--- config.mk ---
export PLATFORM = sky130hd
export DESIGN_NAME = pmp_csr_file
export DESIGN_NICKNAME = d
export VERILOG_FILES = /design/src/rtl/pmp_csr_file.sv
export SDC_FILE = /design/constraint.sdc
export NUM_CORES = 1
export LEC_CHECK = 0
export BUFFER_PORTS_ARGS = -buffer_cell sky130_fd_sc_hd__buf_2
export CAP_MARGIN = 10
export CORE_MARGIN = 2
export CORE_UTILIZATION = 30
export DETAILED_ROUTE_END_ITERATION = 8
export SYNTH_ARGS = -nofsm -noshare
export SYNTH_HDL_FRONTEND = slang
export SYNTH_SLANG_ARGS = --single-unit
--- constraint.sdc ---
create_clock -name clk -period 3.36 [get_ports clk]
set_input_delay 0.672 -clock clk [delete_from_list [all_inputs] [get_ports clk]]
set_output_delay 0.672 -clock clk [all_outputs]
set_load 0.005 [all_outputs]
--- src/rtl/pmp_csr_file.sv ---
module pmp_csr_file #(
  parameter int XLEN = 32
) (
  input  logic               clk,
  input  logic               rst_n,
  input  logic               csr_req,
  input  logic               csr_we,
  input  logic [11:0]        csr_addr,
  input  logic [XLEN-1:0]    csr_wdata,
  output logic [XLEN-1:0]    csr_rdata,
  output logic               illegal_csr,
  output logic [16*8-1:0]    ent_cfg,
  output logic [16*XLEN-1:0] ent_addr,
  output logic [15:0]        ent_rperm
);

  localparam int NENT  = 16;
  localparam int LANES = XLEN / 8;
  localparam logic [11:0] CFG_BASE = 12'h3A0;
  localparam logic [11:0] ADR_BASE = 12'h3B0;

  logic [NENT-1:0][7:0]      cfg_q;
  logic [NENT-1:0][XLEN-1:0] adr_q;

  logic       is_cfg, cfg_ok, is_adr, legal, wr;
  logic [1:0] cfg_idx;
  logic [3:0] adr_idx, grp_base;
  logic [XLEN-1:0] cfg_word, rd_mux;

  assign is_cfg   = csr_addr[11:2] == CFG_BASE[11:2];
  assign cfg_ok   = is_cfg && (XLEN == 32 || !csr_addr[0]);
  assign is_adr   = csr_addr[11:4] == ADR_BASE[11:4];
  assign legal    = cfg_ok || is_adr;
  assign wr       = csr_req && csr_we && legal;
  assign cfg_idx  = csr_addr[1:0];
  assign adr_idx  = csr_addr[3:0];
  assign grp_base = {cfg_idx, 2'b00};

  for (genvar j = 0; j < LANES; j++) begin : g_lane
    assign cfg_word[8*j +: 8] = cfg_q[grp_base + 4'(j)];
  end

  assign rd_mux = cfg_ok ? cfg_word : (is_adr ? adr_q[adr_idx] : '0);

  always_ff @(posedge clk or negedge rst_n) begin
    if (!rst_n) begin
      csr_rdata   <= '0;
      illegal_csr <= 1'b0;
    end else begin
      csr_rdata   <= csr_req ? rd_mux : '0;
      illegal_csr <= csr_req && !legal;
    end
  end

  always_ff @(posedge clk or negedge rst_n) begin
    if (!rst_n) begin
      cfg_q <= '0;
    end else if (wr && cfg_ok) begin
      for (int i = 0; i < NENT; i++) begin
        if (grp_base == 4'((i / LANES) * LANES))
          cfg_q[i] <= csr_wdata[8*(i % LANES) +: 8];
      end
    end
  end

  always_ff @(posedge clk or negedge rst_n) begin
    if (!rst_n) adr_q <= '0;
    else if (wr && is_adr) adr_q[adr_idx] <= csr_wdata;
  end

  assign ent_cfg  = cfg_q;
  assign ent_addr = adr_q;

  for (genvar i = 0; i < NENT; i++) begin : g_perm
    assign ent_rperm[i] = cfg_q[i][0];
  end


  illegal_reads_zero_chk: assert property (@(posedge clk) disable iff (!rst_n)
    illegal_csr |-> csr_rdata == '0);


  illegal_keeps_state_chk: assert property (@(posedge clk) disable iff (!rst_n)
    illegal_csr |-> ($stable(ent_cfg) && $stable(ent_addr)));


  idle_quiet_chk: assert property (@(posedge clk) disable iff (!rst_n)
    !$past(csr_req) |-> (!illegal_csr && csr_rdata == '0));


  addr_store_chk: assert property (@(posedge clk) disable iff (!rst_n)
    $past(csr_req && csr_we && is_adr) |-> adr_q[$past(adr_idx)] == $past(csr_wdata));


  cfg_lane0_chk: assert property (@(posedge clk) disable iff (!rst_n)
    $past(csr_req && csr_we && cfg_ok) |-> cfg_q[$past(grp_base)] == $past(csr_wdata[7:0]));

endmodule

Word level (Yosys, flattened, before mapping)
Cells that the tools add are included.

storage, ports and cells
  memory bits (writable) = 0
  output and inout port bits = 689
  input port bits = 48
  bits in latches = 0
  logic and storage cells = 77
  memories = 0
  bits in read-only memories = 0
  register bits = 673

operators by class
  div/mod/pow operators = 0
  equal/unequal tests = 5
  multiplexer cells = 16
  multipliers = 0
  reductions and logical operators = 13
  add/subtract/negate cells = 3
  shift-type cells = 0
  order comparisons = 6
  bitwise operators = 0

operator list
  operator             number
  $bwmux 512           1
  $mux 32              5
  $bmux 32 s4          1
  $demux 32 s4         1
  $bmux 8 s4           3
  $mux 8               4
  $lt 4x5->1 const B   5
  $bmux 8 s2           1
  $eq 10x8->1 const B  1
  $add 4x2->4 const B  2
  $eq 8x6->1 const B   1
  $reduce_and 2->1     4
  $logic_and 1x1->1    6
  $add 4x1->4 const B  1
  $eq 2x2->1 const B   2
  $ge 4x1->1 const B   1
  $logic_not 4->1      1
  $eq 2x1->1 const B   1
  $logic_not 1->1      1
  $logic_or 1x1->1     1

Depth between registers and ports, before layout
Gate-level depths: netlist of the first run.

  depth after elaboration = 5
  mapped depth = 8
  gate-level depth less buffers = 4

Least setup slack after synthesis of the first run
Ideal clock, no wire load.

  path type = input port to flip-flop
  start point = input csr_addr[11]
  end point = register cfg_q, in the netlist ent_cfg[0]
  slack = 0.467 ns
  data arrival time = 2.768 ns
  buffers on the path = 4
  stages = 8
  data required time = 3.235 ns
  setup time = 0.125 ns
  cells stage by stage = or4b_1 buf_2 or3b_1 buf_2 or3_1 buf_6 buf_6 mux2_4

on the way
  longest elaborated chain between the ends = 5
  elaborated cells on any way between the ends = 6
  classes of those cells = eq/ne: 2; reduce/logical: 4

ends and longest elaborated chain
  what                                       RTL line  source
  start: declaration                         8         input logic [11:0] csr_addr,
  $eq 10x8->1 or $eq 8x6->1 (tied branches)  30, 32
  $logic_or 1x1->1                           33        assign legal = cfg_ok || is_adr;
  $logic_and 1x1->1                          34        assign wr = csr_req && csr_we && legal;
  $logic_and 1x1->1 *                        58        end else if (wr && cfg_ok) begin
  $reduce_and 2->1 (no source line) *        -
  end signal: indexed assignment             61        cfg_q[i] <= csr_wdata[8*(i % LANES) +: 8];
  end: declaration                           22        logic [NENT-1:0][7:0] cfg_q;

Mark *: on every way between the ends. The rest lies on a longest branch, timed or not.
A chain may end at the register's enable or synchronous reset.

Final worst setup path of the first run
  start point = input csr_addr[11]
  end point = register cfg_q, in the netlist ent_cfg[73]

The elaborated chain is that of the path after synthesis.

==> results of run 1 <==
state kept, by name, indices dropped and copies added (netlist names):
name	count
csr_rdata	32
ent_addr	512
ent_cfg	128
illegal_csr	1
metal layers:
metal | up-vias | wire, um
met5 | - | 0
met4 | 0 | 3490
met3 | 187 | 9030
met2 | 861 | 59700
met1 | 11400 | 47400
li1 | 8571 | -
area by class of cell:
| cell class | count | area, um2 |
|---|---|---|
| inverter | 33 | 124 |
| clock inverter | 12 | 141 |
| clock buffer | 122 | 2350 |
| tap | 1357 | 1700 |
| sequential | 673 | 16800 |
| multi-input combinational | 1003 | 12600 |
| antenna | 1 | 2.50 |
| fill | 9563 | 61300 |
| timing repair buffer | 864 | 5230 |
final timing paths:
| check | from | endpoint | slack [ns] | depth (start not counted) |
|---|---|---|---|---|
| setup / recovery | csr_addr[11] | ent_cfg[73]$_DFFE_PN0P_ | 0.78 | 6 |
| hold / removal | csr_addr[4] | illegal_csr$_DFF_PN0_ | 0.49 | 3 |
| setup reg to reg | ent_addr[362]$_DFFE_PN0P_ | csr_rdata[10]$_DFF_PN0_ | 1.35 | 4 |
| hold reg to reg | ent_addr[343]$_DFFE_PN0P_ | ent_addr[343]$_DFFE_PN0P_ | 0.52 | 1 |
| max in group asynchronous | rst_n | ent_addr[263]$_DFFE_PN0P_ | 1.79 | 4 |
| min in group asynchronous | rst_n | ent_addr[449]$_DFFE_PN0P_ | 0.59 | 2 |
synth_stat cells:
library cell and count:
sky130_fd_sc_hd__o221a_2 32, sky130_fd_sc_hd__clkbuf_1 117, sky130_fd_sc_hd__mux2_1 16, sky130_fd_sc_hd__mux2i_1 32, sky130_fd_sc_hd__or3b_1 1, sky130_fd_sc_hd__o22ai_1 32, sky130_fd_sc_hd__nand2_1 1, sky130_fd_sc_hd__nand2b_1 4
sky130_fd_sc_hd__mux2_2 564, sky130_fd_sc_hd__inv_1 33, sky130_fd_sc_hd__or4b_2 1, sky130_fd_sc_hd__nand4_1 1, sky130_fd_sc_hd__or4b_1 1, sky130_fd_sc_hd__mux4_2 160, sky130_fd_sc_hd__buf_1 27, sky130_fd_sc_hd__and2_1 1
sky130_fd_sc_hd__a21oi_1 32, sky130_fd_sc_hd__nand3_1 3, sky130_fd_sc_hd__nor4b_1 1, sky130_fd_sc_hd__nand3b_1 3, sky130_fd_sc_hd__dfrtp_1 673, sky130_fd_sc_hd__nor3_1 2, sky130_fd_sc_hd__nor3_2 2, sky130_fd_sc_hd__nor2b_1 1
sky130_fd_sc_hd__and4_1 1, sky130_fd_sc_hd__nor3b_1 1, sky130_fd_sc_hd__buf_2 48, sky130_fd_sc_hd__nor2_1 43, sky130_fd_sc_hd__o31a_1 1, sky130_fd_sc_hd__buf_6 8, sky130_fd_sc_hd__or3_1 6, sky130_fd_sc_hd__mux2_4 60
sky130_fd_sc_hd__buf_4 16, sky130_fd_sc_hd__or4_1 1
power by group through the flow:
stage | logic (uW) | clock network (uW) | registers [uW]
after floorplan | 313 | 0 | 8290
after global placement | 798 | 0 | 8290
after detailed placement | 799 | 0 | 8290
after CTS | 801 | 8600 | 8140
after global routing | 851 | 8890 | 8140
final | 785 | 8420 | 8140
logic make-up after synthesis:
family	count (synthesis)	synth area share (%)
buffers and inverters	249	3.67
DFF	673	55.4
AOI/OAI and AO/OA	97	2.40
muxes	832	37.3
and+or+nand+nor	74	1.23
critical path, delay by kind of cell:
kind                   cells  cell delay, ns
buffers and inverters      2            0.32
AND/OR/NAND/NOR            3            1.68
multiplexers               1            0.36
through the flow:
stage | area, um2 | total power (uW) | hold WS (ns)
4_1_cts | 39000 | 17500 | 0.423
2_1_floorplan | 30400 | 8600 | 0.376
5_1_grt | 39000 | 17900 | 0.488
3_3_place_gp | 36500 | 9090 | 0.495
6_report | 39000 | 17300 | 0.491
3_5_place_dp | 36500 | 9090 | 0.507
cells in the final DEF (no fill, tap or decap), types with 33 or more instances in the layout:
| cell type | synthesis | layout |
|---|---|---|
| sky130_fd_sc_hd__dfrtp_1 | 673 | 673 |
| sky130_fd_sc_hd__buf_4 | 16 | 84 |
| sky130_fd_sc_hd__buf_2 | 48 | 732 |
| sky130_fd_sc_hd__clkbuf_16 | 0 | 78 |
| sky130_fd_sc_hd__inv_1 | 33 | 33 |
| sky130_fd_sc_hd__buf_12 | 0 | 44 |
| sky130_fd_sc_hd__nor2_1 | 43 | 33 |
| sky130_fd_sc_hd__mux2_4 | 60 | 60 |
| sky130_fd_sc_hd__mux4_2 | 160 | 160 |
| sky130_fd_sc_hd__mux2_2 | 564 | 564 |
repair_timing:
item                       in CTS  in global routing
hold buffers                    1                  0
setup endpoints to repair       0                  0
hold endpoints to repair        1                  0
==> results.json, run 1 <==
{
  "layout_setup_ws_ns": 0.778,
  "critPathRequiredTime_ns": 3.89,
  "unrepaired_setup_endpoints_after_global_routing": "no",
  "switching_part_of_the_total_power_pct": 23.4,
  "worst_setup_hold_path_clk_slew_ns": 0.06,
  "clock_latency_ns": 0.64,
  "synth_fp_nets": 1973,
  "grt_start_max_net_pins": 70,
  "cts_tree": "built",
  "ys_seq_area_share_pct": 55.4,
  "vias_per_cell": 5.18,
  "synth_area_per_cell_um2": 15.8,
  "grt_pass1_wl_um": 167000,
  "drt_iter0_markers": 1583,
  "slew_headroom_pct": 48.2,
  "synthToLayoutAreaGrowth_pct": 28.1,
  "power_internal_uw": 13300,
  "postRouteWirelength_um": 120000,
  "setup_tns_ns": 0,
  "number_of_cells_upsized_or_downsized_after_cts": 0,
  "ir_worst_vdd_uv": 332,
  "clock_tree.htree_level_count": 3,
  "power-per-cell-area_mw_per_mm2": 445,
  "wl_per_cell_um": 29.4,
  "grt_busiest_layer": "met2",
  "gr-usage-met1_pct": 28.2,
  "part_of_the_power_in_combinational_logic_pct": 4.5,
  "postCtsSetupRepairBufs": 0,
  "maxClockFrequency_ghz": 0.387,
  "core_area_mm2": 0.100,
  "cts_made_buffers": 78,
  "crit_path_top_delay_cell": "sky130_fd_sc_hd__or4b_1",
  "preCtsSetupSlack_ns": 0.187,
  "cp-end-kind": "flop",
  "syn_inst": 1925,
  "net-switching-power_uw": 4050,
  "floorplan.initialDensity_pct": 30.3,
  "main_area_contributors_after_synthesis": "sky130_fd_sc_hd__dfrtp_1 55%, sky130_fd_sc_hd__mux2_2 21%, sky130_fd_sc_hd__mux4_2 12%, sky130_fd_sc_hd__mux2_4 3.0%, sky130_fd_sc_hd__clkbuf_1 1.4%",
  "via_count": 21100,
  "ys_warn_count": 0,
  "setup_viol": 0,
  "final.min_clock_period_ns": 2.58,
  "tritoncts_num_sinks": 673,
  "design.die.area_mm2": 0.104,
  "placed_cells": 3929,
  "number_of_global_route_vias_before_repair": 21500,
  "share_clk_of_total_power_pct": 48.5,
  "clock_path_buffers": 3,
  "critical_path.max_stage_delay_ns": 0.63,
  "final_max_slew_viol_count": 0,
  "pwr-share-seq_pct": 46.9,
  "status": "finished, final reports clean",
  "final_hold_violations": 0,
  "synthDominantCellAreaShare_pct": 55.4,
  "syn-cell-area_mm2": 0.0304,
  "biggest_area_consumer_among_synthesized_cells": "sky130_fd_sc_hd__dfrtp_1",
  "die-height_um": 322,
  "worst_hold_path_type": "input port to flop",
  "final_min_period_over_clock_period_pct": 76.8,
  "crit_path_cell_trace": "buf_2, or4b_1, or3b_2, or3_4, buf_12, mux2_4",
  "cts_root_buf": "sky130_fd_sc_hd__clkbuf_16",
  "dr.pass1.iters": 5,
  "cp_max_fo": 32,
  "gr-usage-all-layers_pct": 22.6,
  "timing.max_cap.violations": 0,
  "design.portCount": 737,
  "placementRows": 116,
  "number_of_remaining_drc_errors": 0,
  "yosys.cell_types.count": 34,
  "global_route.usage.met2_pct": 38.3,
  "final_cell_count_no_fill": 4065,
  "kind_of_start_point_of_the_critical_path": "input port",
  "grt_util_met3_pct": 5.89,
  "worstMarginPinSlew_ns": 0.777,
  "power_leakage_uw": 0.0208,
  "final_layout_size_suffix_gt1_share_pct": 67.1,
  "arrival_time_at_the_worst_endpoint_ns": 3.11,
  "die_width_um": 322,
  "detailed_place_hpwl_um": 85700,
  "ant_nets": 0,
  "port_buffers": 736,
  "routabilityCongestion": 0.834,
  "post-route-util_pct": 38.9,
  "yosys_register_bits": 673,
  "path_class": "input port to flop",
  "worst_clock_skew_ns": 0.0220,
  "num-nets-final": 2701,
  "antenna_found_initial": 3,
  "globalRouteOverflowTotal": 0
}
No activity file was read; power rests on OpenSTA's default activity.
==> inputs of run 2 (changes only) <==
Clock period 3.36 ns to 2.3 ns, I/O delays scaled along.
==> run 2 against run 1 <==
Against the previous run: worst hold slack worse by 0.16 ns; design area up 2.2%; largest cell class unchanged; non-clock buffer count rose by 45; first-iteration DRC count is 4.5% lower; sequential share of layout area shrank 0.93 points; the run now ends with negative setup slack left; largest power group unchanged; power rose by 50%; core utilization rose by 0.85 points.
==> results.json, run 2 (same netlist as run 1, synthesis figures left out) <==
{
  "status": "finished, violations left",
  "failing_checks": "negative setup slack",
  "cp_max_fo": 6,
  "largest_register_ffs": 512,
  "final_min_period_over_clock_period_pct": 101,
  "grt_pass1_wl_um": 165000,
  "multi_input_area_mm2": 0.0128,
  "synthToLayoutAreaGrowth_pct": 30.9,
  "maxUsedRoutingLayer": "met4",
  "number_of_global_route_vias_before_repair": 21300,
  "worstRegToRegCells": 6,
  "postCtsSetupRepairBufs": 0,
  "preCtsSetupSlack_ns": -0.625,
  "routabilityCongestion": 0.851,
  "maxClockFrequency_ghz": 0.429,
  "power_internal_uw": 19800,
  "setup_tns_ns": -0.0301,
  "gr-usage-all-layers_pct": 22.4,
  "worst_hold_path_type": "input port to asynchronous set/reset pin",
  "design.portCount": 737,
  "power-per-cell-area_mw_per_mm2": 652,
  "tritoncts_num_sinks": 673,
  "drt_iter0_markers": 1512,
  "grt_start_max_net_pins": 89,
  "clock_tree.htree_level_count": 3,
  "num-nets-final": 2748,
  "via_count": 21100,
  "layout.area.seq_mm2": 0.0168,
  "antenna_found_initial": 3,
  "layout_common_cells": "732 x sky130_fd_sc_hd__buf_2, 673 x sky130_fd_sc_hd__dfrtp_1, 564 x sky130_fd_sc_hd__mux2_2",
  "kind_of_start_point_of_the_critical_path": "input port",
  "wl_per_cell_um": 28.8,
  "part_of_the_power_in_combinational_logic_pct": 4.5,
  "count_of_filler_cells_inserted_in_the_layout": 9551,
  "critPathMostFrequentCell": "sky130_fd_sc_hd__buf_4",
  "cts_made_buffers": 80,
  "setup_viol": 2,
  "die_width_um": 322,
  "core_area_mm2": 0.100,
  "ant_nets": 0,
  "port_buffers": 736,
  "r2r-end": "csr_rdata[9]$_DFF_PN0_",
  "vias_per_cell": 5.12,
  "worst_reg2reg_setup_slack_ns": 0.43,
  "clock_latency_ns": 0.65,
  "path_class": "input port to flop",
  "final.min_clock_period_ns": 2.33,
  "most_frequent_standard_cell_in_the_layout_excluding_fill_and_tap_cells": "sky130_fd_sc_hd__buf_2",
  "wl_met2_um": 59300,
  "final_max_slew_viol_count": 0,
  "ir_worst_vdd_uv": 485,
  "number_of_remaining_drc_errors": 0,
  "total_power_uw": 26000,
  "design.die.area_mm2": 0.104,
  "rr_startpoint": "ent_addr[297]$_DFFE_PN0P_",
  "dr.pass1.iters": 6,
  "globalRouteOverflowTotal": 0,
  "layout_setup_ws_ns": -0.0299,
  "switching_part_of_the_total_power_pct": 23.6,
  "final_layout_size_suffix_gt1_share_pct": 69.2,
  "detailed_place.area_mm2": 0.0371,
  "critical_path.max_stage_delay_ns": 0.77,
  "placementRows": 116,
  "worst_clock_skew_ns": 0.0202,
  "cp-end-kind": "flop",
  "share_clk_of_total_power_pct": 49.7,
  "crit_path_cell_trace": "buf_2, buf_4, nor4b_1, buf_4, nand4_1, buf_4, buf_4, o22ai_2, o221a_2",
  "slew_headroom_pct": 39.7,
  "arrival_time_at_the_worst_endpoint_ns": 2.91,
  "final_area_mm2": 0.0398,
  "worstMarginPinSlew_ns": 0.892,
  "final_hold_violations": 0,
  "power_leakage_uw": 0.0211,
  "met3RoutedLength_um": 7380,
  "clock_path_buffers": 3,
  "postRouteWirelength_um": 119000,
  "wl_met1_um": 48300,
  "pwr-share-seq_pct": 45.8,
  "cts_tree": "built",
  "worst_setup_hold_path_clk_slew_ns": 0.06,
  "critPathRequiredTime_ns": 2.88,
  "post-route-util_pct": 39.7,
  "unrepaired_setup_endpoints_after_global_routing": "no",
  "cts_root_buf": "sky130_fd_sc_hd__clkbuf_16",
  "crit_path_top_delay_cell": "sky130_fd_sc_hd__nor4b_1",
  "floorplan.initialDensity_pct": 30.3,
  "die-height_um": 322,
  "detailed_place_hpwl_um": 85700,
  "timing.max_cap.violations": 0,
  "net-switching-power_uw": 6130
}
run 2: changes by cell type in the layout (fill, tap and decap cells not counted), sizes merged:
cell    before  now
clkbuf     123  111
inv         37   40
bufinv       2    6
buf        862  907
clkinv       4   19
run 2: final cells by class:
class / instances / area share, %
Clock inverter: 34 / 0.987
Antenna cell: 1 / 0.00628
Sequential cell: 673 / 42.3
Inverter: 33 / 0.311
Multi-Input combinational cell: 1003 / 32.1
Tap cell: 1357 / 4.26
Timing Repair Buffer: 909 / 14.3
Clock buffer: 110 / 5.69
run 2: through the flow:
stage | instances | hold WS [ns]
2_1_floorplan | 1925 | 0.164
3_3_place_gp | 3974 | 0.430
3_5_place_dp | 3974 | 0.429
4_1_cts | 4119 | 0.266
5_1_grt | 4119 | 0.316
6_report | 4120 | 0.329
run 2: per-layer routing:
layer | global-route usage (%) | vias up
li1 | - | 8686
met1 | 28.5 | 11400
met2 | 38.0 | 852
met3 | 4.53 | 197
met4 | 7.56 | 0
met5 | 0 | -
run 2: timing repair:
action | in CTS | in global routing
hold buffers | 1 | 0
resized for setup | 0 | 0
hold endpoints to repair | 21 | 0
run 2: power groups by stage:
stage	logic, uW	registers, uW	clock network, uW
finish	1160	11900	12900
global route	1270	11900	13700
CTS	1190	11900	13200
detailed placement	1190	12100	0
global placement	1190	12100	0
floorplan	463	12100	0
run 2: worst max-delay path by stage:
| stage | from | to |
|---|---|---|
| floorplan | csr_addr[11] | ent_cfg[64]$_DFFE_PN0P_ |
| global placement | csr_addr[10] | csr_rdata[6]$_DFF_PN0_ |
| detailed placement | csr_addr[10] | csr_rdata[6]$_DFF_PN0_ |
| CTS | csr_addr[10] | csr_rdata[6]$_DFF_PN0_ |
| global route | csr_addr[10] | csr_rdata[5]$_DFF_PN0_ |
| finish | csr_addr[10] | csr_rdata[6]$_DFF_PN0_ |
run 2: critical path, delay by kind of cell:
family                 cells  cell delay (ns)
and+or+nand+nor            2             1.03
buffers and inverters      5             0.96
AOI/OAI and AO/OA          2             0.45
